<file path="src/rtl/i2c_mem_pkg.sv">
package i2c_mem_pkg;

    typedef enum logic [3:0] {
        ST_IDLE,
        ST_DEVSEL,
        ST_DEVACK,
        ST_BADDR,
        ST_BADDR_ACK,
        ST_WDATA,
        ST_WDATA_ACK,
        ST_RDATA,
        ST_RACK
    } slv_state_t;

    // Select nibble: fixed 1, strap[2], inverted strap[1], strap[0]
    function automatic logic sel_match(input logic [3:0] sel, input logic [2:0] strap);
        return sel == {1'b1, strap[2], ~strap[1], strap[0]};
    endfunction

endpackage

</file>
<file path="src/rtl/i2c_line_sync.sv">
module i2c_line_sync #(
    parameter int STAGES = 2
) (
    input  logic clk,
    input  logic rst_n,
    input  logic scl_in,
    input  logic sda_in,
    output logic sda_s,
    output logic scl_rise,
    output logic scl_fall,
    output logic bus_start,
    output logic bus_stop
);
    logic [STAGES-1:0] scl_sr;
    logic [STAGES-1:0] sda_sr;
    logic              scl_d;
    logic              sda_d;
    logic              scl_now;

    always_ff @(posedge clk or negedge rst_n) begin
        if (!rst_n) begin
            scl_sr[0] <= 1'b1;
            sda_sr[0] <= 1'b1;
        end else begin
            scl_sr[0] <= scl_in;
            sda_sr[0] <= sda_in;
        end
    end

    for (genvar gi = 1; gi < STAGES; gi++) begin : g_stage
        always_ff @(posedge clk or negedge rst_n) begin
            if (!rst_n) begin
                scl_sr[gi] <= 1'b1;
                sda_sr[gi] <= 1'b1;
            end else begin
                scl_sr[gi] <= scl_sr[gi-1];
                sda_sr[gi] <= sda_sr[gi-1];
            end
        end
    end

    always_ff @(posedge clk or negedge rst_n) begin
        if (!rst_n) begin
            scl_d <= 1'b1;
            sda_d <= 1'b1;
        end else begin
            scl_d <= scl_sr[STAGES-1];
            sda_d <= sda_sr[STAGES-1];
        end
    end

    assign scl_now   = scl_sr[STAGES-1];
    assign sda_s     = sda_sr[STAGES-1];
    assign scl_rise  = scl_now & ~scl_d;
    assign scl_fall  = ~scl_now & scl_d;
    assign bus_start = scl_now & scl_d & sda_d & ~sda_s;
    assign bus_stop  = scl_now & scl_d & ~sda_d & sda_s;

endmodule

</file>
<file path="src/rtl/i2c_addr_ctr.sv">
module i2c_addr_ctr #(
    parameter int ADDR_W = 11,
    parameter int HI_W   = 3,
    parameter int PAGE_W = 4
) (
    input  logic              clk,
    input  logic              rst_n,
    input  logic              load_hi,
    input  logic [HI_W-1:0]   hi_val,
    input  logic              load_lo,
    input  logic [ADDR_W-HI_W-1:0] lo_val,
    input  logic              step_page,
    input  logic              step_full,
    output logic [ADDR_W-1:0] addr
);
    localparam int LO_W = ADDR_W - HI_W;

    always_ff @(posedge clk or negedge rst_n) begin
        if (!rst_n) begin
            addr <= '0;
        end else begin
            if (load_hi)
                addr[ADDR_W-1 -: HI_W] <= hi_val;
            if (load_lo)
                addr[LO_W-1:0] <= lo_val;
            if (step_page)
                addr[PAGE_W-1:0] <= addr[PAGE_W-1:0] + 1'b1;
            if (step_full)
                addr <= addr + 1'b1;
        end
    end

    // a page step never disturbs the page number
    assert_page_kept_R6: assert property (@(posedge clk) disable iff (!rst_n)
        $past(step_page) |-> addr[ADDR_W-1:PAGE_W] == $past(addr[ADDR_W-1:PAGE_W]));

    // a full step from the top address wraps to zero
    assert_full_wrap_R9: assert property (@(posedge clk) disable iff (!rst_n)
        ($past(step_full) && $past(addr) == {ADDR_W{1'b1}}) |-> addr == '0);

endmodule

</file>
<file path="src/rtl/i2c_mem_slave.sv">
module i2c_mem_slave
    import i2c_mem_pkg::*;
#(
    parameter int ADDR_W      = 11,
    parameter int PAGE_W      = 4,
    parameter int SYNC_STAGES = 2
) (
    input  logic              clk,
    input  logic              rst_n,
    input  logic              scl_in,
    input  logic              sda_in,
    output logic              sda_oe,
    input  logic [2:0]        strap,
    input  logic              busy_in,
    output logic              wr_valid,
    output logic [ADDR_W-1:0] wr_addr,
    output logic [7:0]        wr_data,
    output logic              wr_commit,
    output logic              rd_en,
    output logic [ADDR_W-1:0] rd_addr,
    input  logic [7:0]        rd_data
);
    localparam int HI_W   = ADDR_W - 8;
    localparam int CNT_W  = 4;
    localparam logic [CNT_W-1:0] BITS_IN  = CNT_W'(8);
    localparam logic [CNT_W-1:0] LAST_OUT = CNT_W'(7);

    slv_state_t state_q, state_d;

    logic              sda_s, scl_rise, scl_fall, bus_start, bus_stop;
    logic [CNT_W-1:0]  cnt_q;
    logic [7:0]        rx_q;
    logic [7:0]        tx_q;
    logic              rw_q, mack_q, wrote_q, fetch_q, load_q;
    logic              byte_done, tx_last, dev_ok, receiving;
    logic              load_hi, load_lo, step_page, step_full;
    logic [ADDR_W-1:0] addr;

    i2c_line_sync #(.STAGES(SYNC_STAGES)) u_sync (
        .clk       (clk),
        .rst_n     (rst_n),
        .scl_in    (scl_in),
        .sda_in    (sda_in),
        .sda_s     (sda_s),
        .scl_rise  (scl_rise),
        .scl_fall  (scl_fall),
        .bus_start (bus_start),
        .bus_stop  (bus_stop)
    );

    i2c_addr_ctr #(.ADDR_W(ADDR_W), .HI_W(HI_W), .PAGE_W(PAGE_W)) u_addr (
        .clk       (clk),
        .rst_n     (rst_n),
        .load_hi   (load_hi),
        .hi_val    (rx_q[HI_W:1]),
        .load_lo   (load_lo),
        .lo_val    (rx_q),
        .step_page (step_page),
        .step_full (step_full),
        .addr      (addr)
    );

    // Decode of bus events against the current state
    assign receiving = (state_q == ST_DEVSEL) || (state_q == ST_BADDR) || (state_q == ST_WDATA);
    assign byte_done = receiving && scl_fall && (cnt_q == BITS_IN);
    assign tx_last   = (state_q == ST_RDATA) && scl_fall && (cnt_q == LAST_OUT);
    assign dev_ok    = sel_match(rx_q[7:4], strap) && !busy_in;

    always_comb begin
        load_hi   = !bus_start && !bus_stop && (state_q == ST_DEVSEL) && byte_done && dev_ok;
        load_lo   = !bus_start && !bus_stop && (state_q == ST_BADDR) && byte_done;
        step_page = !bus_start && !bus_stop && (state_q == ST_WDATA) && byte_done;
        step_full = !bus_start && !bus_stop && tx_last;
    end

    // Next-state logic
    always_comb begin
        state_d = state_q;
        if (bus_start) begin
            state_d = ST_DEVSEL;
        end else if (bus_stop) begin
            state_d = ST_IDLE;
        end else begin
            unique case (state_q)
                ST_IDLE:      state_d = ST_IDLE;
                ST_DEVSEL:    if (byte_done) state_d = dev_ok ? ST_DEVACK : ST_IDLE;
                ST_DEVACK:    if (scl_fall)  state_d = rw_q ? ST_RDATA : ST_BADDR;
                ST_BADDR:     if (byte_done) state_d = ST_BADDR_ACK;
                ST_BADDR_ACK: if (scl_fall)  state_d = ST_WDATA;
                ST_WDATA:     if (byte_done) state_d = ST_WDATA_ACK;
                ST_WDATA_ACK: if (scl_fall)  state_d = ST_WDATA;
                ST_RDATA:     if (tx_last)   state_d = ST_RACK;
                ST_RACK:      if (scl_fall)  state_d = mack_q ? ST_RDATA : ST_IDLE;
                default:      state_d = ST_IDLE;
            endcase
        end
    end

    // State register
    always_ff @(posedge clk or negedge rst_n) begin
        if (!rst_n) state_q <= ST_IDLE;
        else        state_q <= state_d;
    end

    // Datapath: bit counter, shifters, strobes
    always_ff @(posedge clk or negedge rst_n) begin
        if (!rst_n) begin
            cnt_q     <= '0;
            rx_q      <= '0;
            tx_q      <= 8'hFF;
            rw_q      <= 1'b0;
            mack_q    <= 1'b0;
            wrote_q   <= 1'b0;
            fetch_q   <= 1'b0;
            load_q    <= 1'b0;
            wr_valid  <= 1'b0;
            wr_addr   <= '0;
            wr_data   <= '0;
            wr_commit <= 1'b0;
        end else begin
            wr_valid  <= 1'b0;
            wr_commit <= 1'b0;
            fetch_q   <= load_hi && rx_q[0] || step_full;
            load_q    <= fetch_q;
            if (load_q)
                tx_q <= rd_data;
            if (bus_start) begin
                cnt_q   <= '0;
                wrote_q <= 1'b0;
            end else if (bus_stop) begin
                cnt_q     <= '0;
                wr_commit <= wrote_q;
                wrote_q   <= 1'b0;
            end else if (receiving) begin
                if (scl_rise) begin
                    rx_q  <= {rx_q[6:0], sda_s};
                    cnt_q <= cnt_q + 1'b1;
                end else if (byte_done) begin
                    cnt_q <= '0;
                    if (state_q == ST_DEVSEL)
                        rw_q <= rx_q[0];
                    if (state_q == ST_WDATA) begin
                        wr_valid <= 1'b1;
                        wr_addr  <= addr;
                        wr_data  <= rx_q;
                        wrote_q  <= 1'b1;
                    end
                end
            end else if (state_q == ST_RDATA && scl_fall) begin
                if (cnt_q == LAST_OUT) begin
                    cnt_q <= '0;
                end else begin
                    cnt_q <= cnt_q + 1'b1;
                    tx_q  <= {tx_q[6:0], 1'b1};
                end
            end else if (state_q == ST_RACK && scl_rise) begin
                mack_q <= ~sda_s;
            end
        end
    end

    assign rd_en   = fetch_q;
    assign rd_addr = addr;

    // Output process: open-drain enable
    always_comb begin
        unique case (state_q)
            ST_DEVACK, ST_BADDR_ACK, ST_WDATA_ACK: sda_oe = 1'b1;
            ST_RDATA:                              sda_oe = ~tx_q[7];
            default:                               sda_oe = 1'b0;
        endcase
    end

    // an acknowledged address byte never ends while busy is raised
    assert_no_ack_busy_R4: assert property (@(posedge clk) disable iff (!rst_n)
        (state_q == ST_DEVACK && $past(state_q) == ST_DEVSEL) |-> !$past(busy_in));

    // commit strobes only follow a STOP on the bus
    assert_commit_after_stop_R7: assert property (@(posedge clk) disable iff (!rst_n)
        wr_commit |-> $past(bus_stop));

    // write strobes appear only as the data acknowledge begins
    assert_wr_in_ack_R6: assert property (@(posedge clk) disable iff (!rst_n)
        wr_valid |-> state_q == ST_WDATA_ACK);

    // array reads are issued only from an acknowledge slot
    assert_rd_in_ack_R8: assert property (@(posedge clk) disable iff (!rst_n)
        rd_en |-> (state_q == ST_DEVACK || state_q == ST_RACK));

endmodule

</file>
<file path="config.mk">
export PLATFORM = sky130hd
export DESIGN_NAME = i2c_mem_slave
export DESIGN_NICKNAME = d
export VERILOG_FILES = /design/src/rtl/i2c_mem_pkg.sv /design/src/rtl/i2c_line_sync.sv /design/src/rtl/i2c_addr_ctr.sv /design/src/rtl/i2c_mem_slave.sv
export SDC_FILE = /design/constraint.sdc
export NUM_CORES = 1
export LEC_CHECK = 0
export BUFFER_PORTS_ARGS = -buffer_cell sky130_fd_sc_hd__buf_2
export CORE_UTILIZATION = 40
export CTS_BUF_LIST = sky130_fd_sc_hd__clkbuf_8
export DETAILED_ROUTE_END_ITERATION = 12
export GPL_TIMING_DRIVEN = 0
export HOLD_SLACK_MARGIN = 0.06
export MAX_ROUTING_LAYER = met4
export PLACE_DENSITY = 0.71
export SKIP_LAST_GASP = 1
export SLEW_MARGIN = 20
export SYNTH_ARGS = -nofsm -noshare
export SYNTH_HDL_FRONTEND = slang
export SYNTH_SLANG_ARGS = --single-unit
</file>
<file path="constraint.sdc">
create_clock -name clk -period 1.9 [get_ports clk]
set_input_delay 0.095 -clock clk [delete_from_list [all_inputs] [get_ports clk]]
set_output_delay 0.095 -clock clk [all_outputs]
set_load 0.005 [all_outputs]
</file>
# Word-level counts from Yosys, hierarchy flattened
# Index checks and enable logic that the tools add are counted.
[word_totals]
register_bits = 67
in_bits = 16
out_inout_bits = 34
elab_cells = 146
[classes]
add_sub_neg = 3
n_eq_ne = 20
n_mux = 45
n_bitwise = 18
n_reduce_logical = 38
[ops]
columns = ["op", "n"]
rows = [
  ["$mux 4", 17],
  ["$mux 8", 7],
  ["$pmux 4 s7", 1],
  ["$ne 4x4->1 const B", 6],
  ["$eq 4x3->1 const B", 5],
  ["$logic_and 1x1->1", 16],
  ["$mux 1", 14],
  ["$reduce_and 6->1", 2],
  ["$reduce_bool 3->1", 4],
  ["$add 11x1->11 const B", 1],
  ["$mux 11", 1],
  ["$not 1->1", 11],
  ["$mux 3", 3],
  ["$add 4x1->4 const B", 2],
  ["$eq 4x2->1 const B", 2],
  ["$eq 4x4->1 const B", 2],
  ["$reduce_and 4->1", 2],
  ["$and 1x1->1", 7],
  ["$reduce_and 7->1", 1],
  ["$ne 5x5->1 const B", 1],
  ["$reduce_and 5->1", 1],
  ["$eq 4x1->1 const B", 1],
  ["$eq 4x4->1", 1],
  ["$ne 4x1->1 const B", 1],
  ["10 further kinds", 15],
]

# Logic depth before layout (Yosys ltp)
[depth]
depth_word = 10
depth_mapped = 7
mapped_depth_nobuf = 7

# By module
# From an unflattened synthesis, not the netlist that was laid out.
[unflattened]
hier_cells = 288
area_unflattened_um2 = 3394.5
[modules_own_cells]
columns = ["mod", "instances", "cells_per_inst", "area_each_um2", "seq_area_each_um2"]
rows = [
  ["i2c_mem_slave", 1, 199, 2482.4, 1261.2],
  ["i2c_addr_ctr", 1, 79, 721.9, 275.3],
  ["i2c_line_sync", 1, 10, 190.2, 157.7],
]

# Least setup slack after synthesis
# OpenSTA, ideal clock, no wires.
[synth_timing]
kind = "reg2reg"
start = "register u_sync.scl_d"
end = "register u_addr.addr[6]"
setup_ns = 0.118
arrival_ns = 1.705
t_required_ns = 1.782
slack_ns = 0.077
path_stages_with_launch = 6
n_path_buf = 0
period_less_slack_ns = 1.823
path_cell_list = "dfstp_2 > nand2b_4 > or4_4 > o311ai_2 > o41ai_2 > a21o_1"
[synth_between]
elab_chain_len = 8
word_cells_on_any_way = 18
classes_between = "mux: 1; bitwise: 6; reduce/logical: 11"
[synth_lines]
columns = ["element", "line_no", "text"]
rows = [
  ["start: declaration", "i2c_line_sync.sv:16", "logic scl_d;"],
  ["start signal: assignment", "i2c_line_sync.sv:47", "scl_d <= scl_sr[STAGES-1];"],
  ["$and 1x1->1", "i2c_line_sync.sv:56, i2c_line_sync.sv:57", ""],
  ["$and 1x1->1, on equally long branches (2 in a row)", "i2c_line_sync.sv:56, i2c_line_sync.sv:57", ""],
  ["$logic_not 1->1", "i2c_mem_slave.sv:71, i2c_mem_slave.sv:73", ""],
  ["$logic_and 1x1->1", "i2c_mem_slave.sv:71, i2c_mem_slave.sv:73", ""],
  ["$logic_and 1x1->1 (2 in a row)", "i2c_mem_slave.sv:71", "load_lo = !bus_start && !bus_stop && (state_q == ST_BADDR) && byte_done;"],
  ["$reduce_bool 2->1 (no source line)", "--", ""],
  ["end signal: indexed assignment", "i2c_addr_ctr.sv:25", "addr[LO_W-1:0] <= lo_val;"],
  ["end signal: indexed assignment", "i2c_addr_ctr.sv:27", "addr[PAGE_W-1:0] <= addr[PAGE_W-1:0] + 1'b1;"],
  ["end signal: assignment", "i2c_addr_ctr.sv:29", "addr <= addr + 1'b1;"],
  ["end: declaration", "i2c_addr_ctr.sv:14", "output logic [ADDR_W-1:0] addr"],
]
# Parallel ways exist; a longest one is shown, timed or not.
# A chain may end at the register's enable or synchronous reset.

# Worst setup path after layout
# Same ends and word-level chain as after synthesis.

==> flow_metrics.env <==
export IMPL_outcome="finished, final reports clean"
export IMPL_grt_max_degree=40
export IMPL_seq_area_um2=1700
export IMPL_ir_worst_vdd_uv=333
export IMPL_cp_arrival_ps=2120
export IMPL_slowest_delay_ps=600
export IMPL_multi_input_area_um2=1610
export IMPL_drtPass1Iterations=4
export IMPL_total_power_uw=3430
export IMPL_layout_nets=430
export IMPL_core_um2=7770
export IMPL_io_buffers=49
export IMPL_fin_cells=518
export IMPL_crit_type="register to register"
export IMPL_synthTopCellsByArea="dfrtp_1, dfstp_2, nand2_1, o21ai_0, mux2i_1"
export IMPL_synth_area_leader_cell="dfrtp_1"
export IMPL_htree_levels=3
export IMPL_pwr_share_comb=0.188
export IMPL_yosys_cell_types_count=60
export IMPL_clock_latency_ps=340
export IMPL_tightest_slew_ps=540
export IMPL_mostFrequentLayoutCells="nand2_1, buf_2, dfrtp_1"
export IMPL_numCtsBuffers=9
export IMPL_layout_min_cycle_time_ps=1880
export IMPL_post_route_period_util=0.990
export IMPL_pwr_share_seq=0.502
export IMPL_final_antenna_net_count=0
export IMPL_crit_fanout=6
export IMPL_die_area_um2=8440
export IMPL_final_hold_violation_count=0
export IMPL_fmax_mhz=532
export IMPL_fin_setup_tns_ps=0
export IMPL_dpl_instance_area_um2=3630
export IMPL_clkSinkCount=67
export IMPL_syn_nets=347
export IMPL_syn_inst=328
export IMPL_critPathTopFamily="simple AND/OR/NAND/NOR gates"
export IMPL_clockRootBuffer="clkbuf_8"
export IMPL_rsz0062_at_grt="true"
export IMPL_clockBufferDepth=2
export IMPL_fin_skew_ps=8.77
export IMPL_viasPerCell=5.18
export IMPL_areaGrowthSynthToFinish_pct=29.9
export IMPL_async_flop_share=1.00
export IMPL_crit_path_end_kind="register"
export IMPL_synth_edff_count=0
export IMPL_syn_area_per_cell_um2=9.85
export IMPL_max_slew_margin_rel=0.640
export IMPL_gp_congestion=0.820
export IMPL_routed_wl_um=7400
export IMPL_ys_flop_type="dfrtp_1"
export IMPL_required_ps=2140
export IMPL_final_area_um2=4200
export IMPL_synth_top_cell_area_share=0.411
export IMPL_chipWidth_um=91.9
export IMPL_setup_viol=0
export IMPL_critical_path_buf_inv_count=0
export IMPL_rows=32
export IMPL_die_h_um=91.9
export IMPL_powerDensity_nw_per_um2=816
export IMPL_drive_above_1_share=0.344
export IMPL_drtIter0Drc=135
export IMPL_synth_area_um2=3230
export IMPL_drv_cap=0
export IMPL_ys_seq_area_frac=0.524
export IMPL_initial_utilization=0.416
export IMPL_internal_power_uw=2390
export IMPL_layout_commonest_cell="nand2_1"
export IMPL_wl_per_cell_um=14.3
export IMPL_switchingPower_uw=1030
export IMPL_remaining_drc_errors=0
export IMPL_vias=2683
export IMPL_grt_first_pass_wirelength_um=11900
export IMPL_synth_warnings=0
export IMPL_ys_seq_elements=67
export IMPL_diodes=0
export IMPL_slew_violations=0
export IMPL_whs_ps=70.7
export IMPL_p_sw_frac=0.302
export IMPL_cp_start_kind="register"
export IMPL_p_leak_uw=0.00201
export IMPL_cpMaxStageDelayCell="or4_4"
export IMPL_dp_cells=480
export IMPL_grt_ovfl_total=0
export IMPL_path_cells="nand2b_4 -> or4_4 -> o311ai_4 -> o41ai_2 -> a21o_1"
export IMPL_p_clk_frac=0.310
export IMPL_num_fill_cells=717
export IMPL_grt_use_total=0.186
export IMPL_pin_count=50
export IMPL_cts_tree="yes"
export IMPL_first_global_vias=2420
export IMPL_clk_pin_slew_ps=70
export IMPL_place_hpwl_um=4960
export IMPL_min_path_type="input port to register"
export IMPL_antenna_found_initial=0
[worst paths after layout]
kind                                              end  depth (start not counted)                       start  slack, ps
min                                 tx_q[2]$_DFF_PN1_                          3                  rd_data[2]         70
max in group asynchronous    u_sync.scl_now$_DFF_PN1_                          3                       rst_n       1090
min in group asynchronous      wr_addr[6]$_DFFE_PN0P_                          2                       rst_n        210
min reg2reg                  u_sync.scl_now$_DFF_PN1_                          0  u_sync.scl_sr[0]$_DFF_PN1_        360
max reg2reg                u_addr.addr[6]$_DFFE_PN0P_                          5      u_sync.scl_d$_DFF_PN1_         20
max                        u_addr.addr[6]$_DFFE_PN0P_                          5      u_sync.scl_d$_DFF_PN1_         20
[routing by layer]
| metal | global-route usage | up-vias | wire (µm) |
|---|---|---|---|
| met5 | - | - | 0 |
| met4 | 0.0794 | 0 | 161 |
| met3 | 0.0299 | 19 | 275 |
| met2 | 0.267 | 66 | 3400 |
| met1 | 0.261 | 1276 | 3560 |
| li1 | - | 1322 | - |
[synthesized netlist by cell type, types with 3 or more instances]
library cell	instances
nand4b_1	3
nor2_1	24
ha_1	3
xor2_1	3
dfstp_2	14
and2_1	4
nor2b_1	8
inv_1	8
dfrtp_1	53
nor3_1	3
o21ai_0	23
mux2_2	8
nand4_1	5
clkbuf_1	3
a21oi_1	17
buf_2	5
nand2_1	71
mux2i_1	10
nand3_1	12
nand3b_1	3
[layout make-up]
cell class | count | share of cell area
Sequential cell | 67 | 0.404
Multi-Input combinational cell | 241 | 0.385
Timing Repair Buffer | 72 | 0.114
Clock buffer | 10 | 0.0328
Tap cell | 102 | 0.0304
Buffer | 11 | 0.0155
Clock inverter | 6 | 0.00984
Inverter | 9 | 0.00924
[registers in the layout (all words and copies together), names as in the netlist, 4 cells and up]
| signal | count |
|---|---|
| rx_q | 8 |
| tx_q | 8 |
| cnt_q | 4 |
| state_q | 4 |
| wr_data | 8 |
| u_addr.addr | 11 |
| wr_addr | 11 |
[per-stage QoR]
step / util / worst slack (ps)
3_3_place_gp: 0.464 / -306
5_1_grt: 0.540 / -52.5
6_report: 0.540 / 19.7
3_5_place_dp: 0.467 / -392
2_1_floorplan: - / 77.2
4_1_cts: 0.517 / -24.8
[logic make-up (layout without fill, tap and decap cells)]
| kind of cell | after synthesis | count (layout) | share of synthesized area |
|---|---|---|---|
| simple gates | 151 | 151 | 0.231 |
| flops | 67 | 67 | 0.524 |
| compound gates | 63 | 63 | 0.128 |
| buf+inv | 20 | 108 | 0.0287 |
| mux | 19 | 19 | 0.0624 |
| xor+xnor | 5 | 5 | 0.0136 |
| fa+ha+maj | 3 | 3 | 0.0116 |
[power by group through the flow]
stage | Sequential [µW] | Combinational (µW) | Clock (µW)
2_1_floorplan | 1690 | 359 | 0
3_5_place_dp | 1750 | 484 | 0
3_3_place_gp | 1740 | 461 | 0
5_1_grt | 1740 | 718 | 1150
4_1_cts | 1710 | 577 | 1080
6_report | 1720 | 645 | 1060
[what timing repair did]
item	4_1_cts	5_1_grt
gates resized for setup	13	25
hold buffers	9	0
pin swaps	4	5
cloned	0	1
endpoints found under the setup margin	20	25
endpoints found under the hold margin	69	0
buffers inserted	7	5
[worst register-to-register path, delay by kind of cell (launching register included)]
kind	cells	cell delay [ps]
flops	1	590
simple gates	2	680
compound gates	3	520
Note: power is estimated with default switching activity, not from simulation.
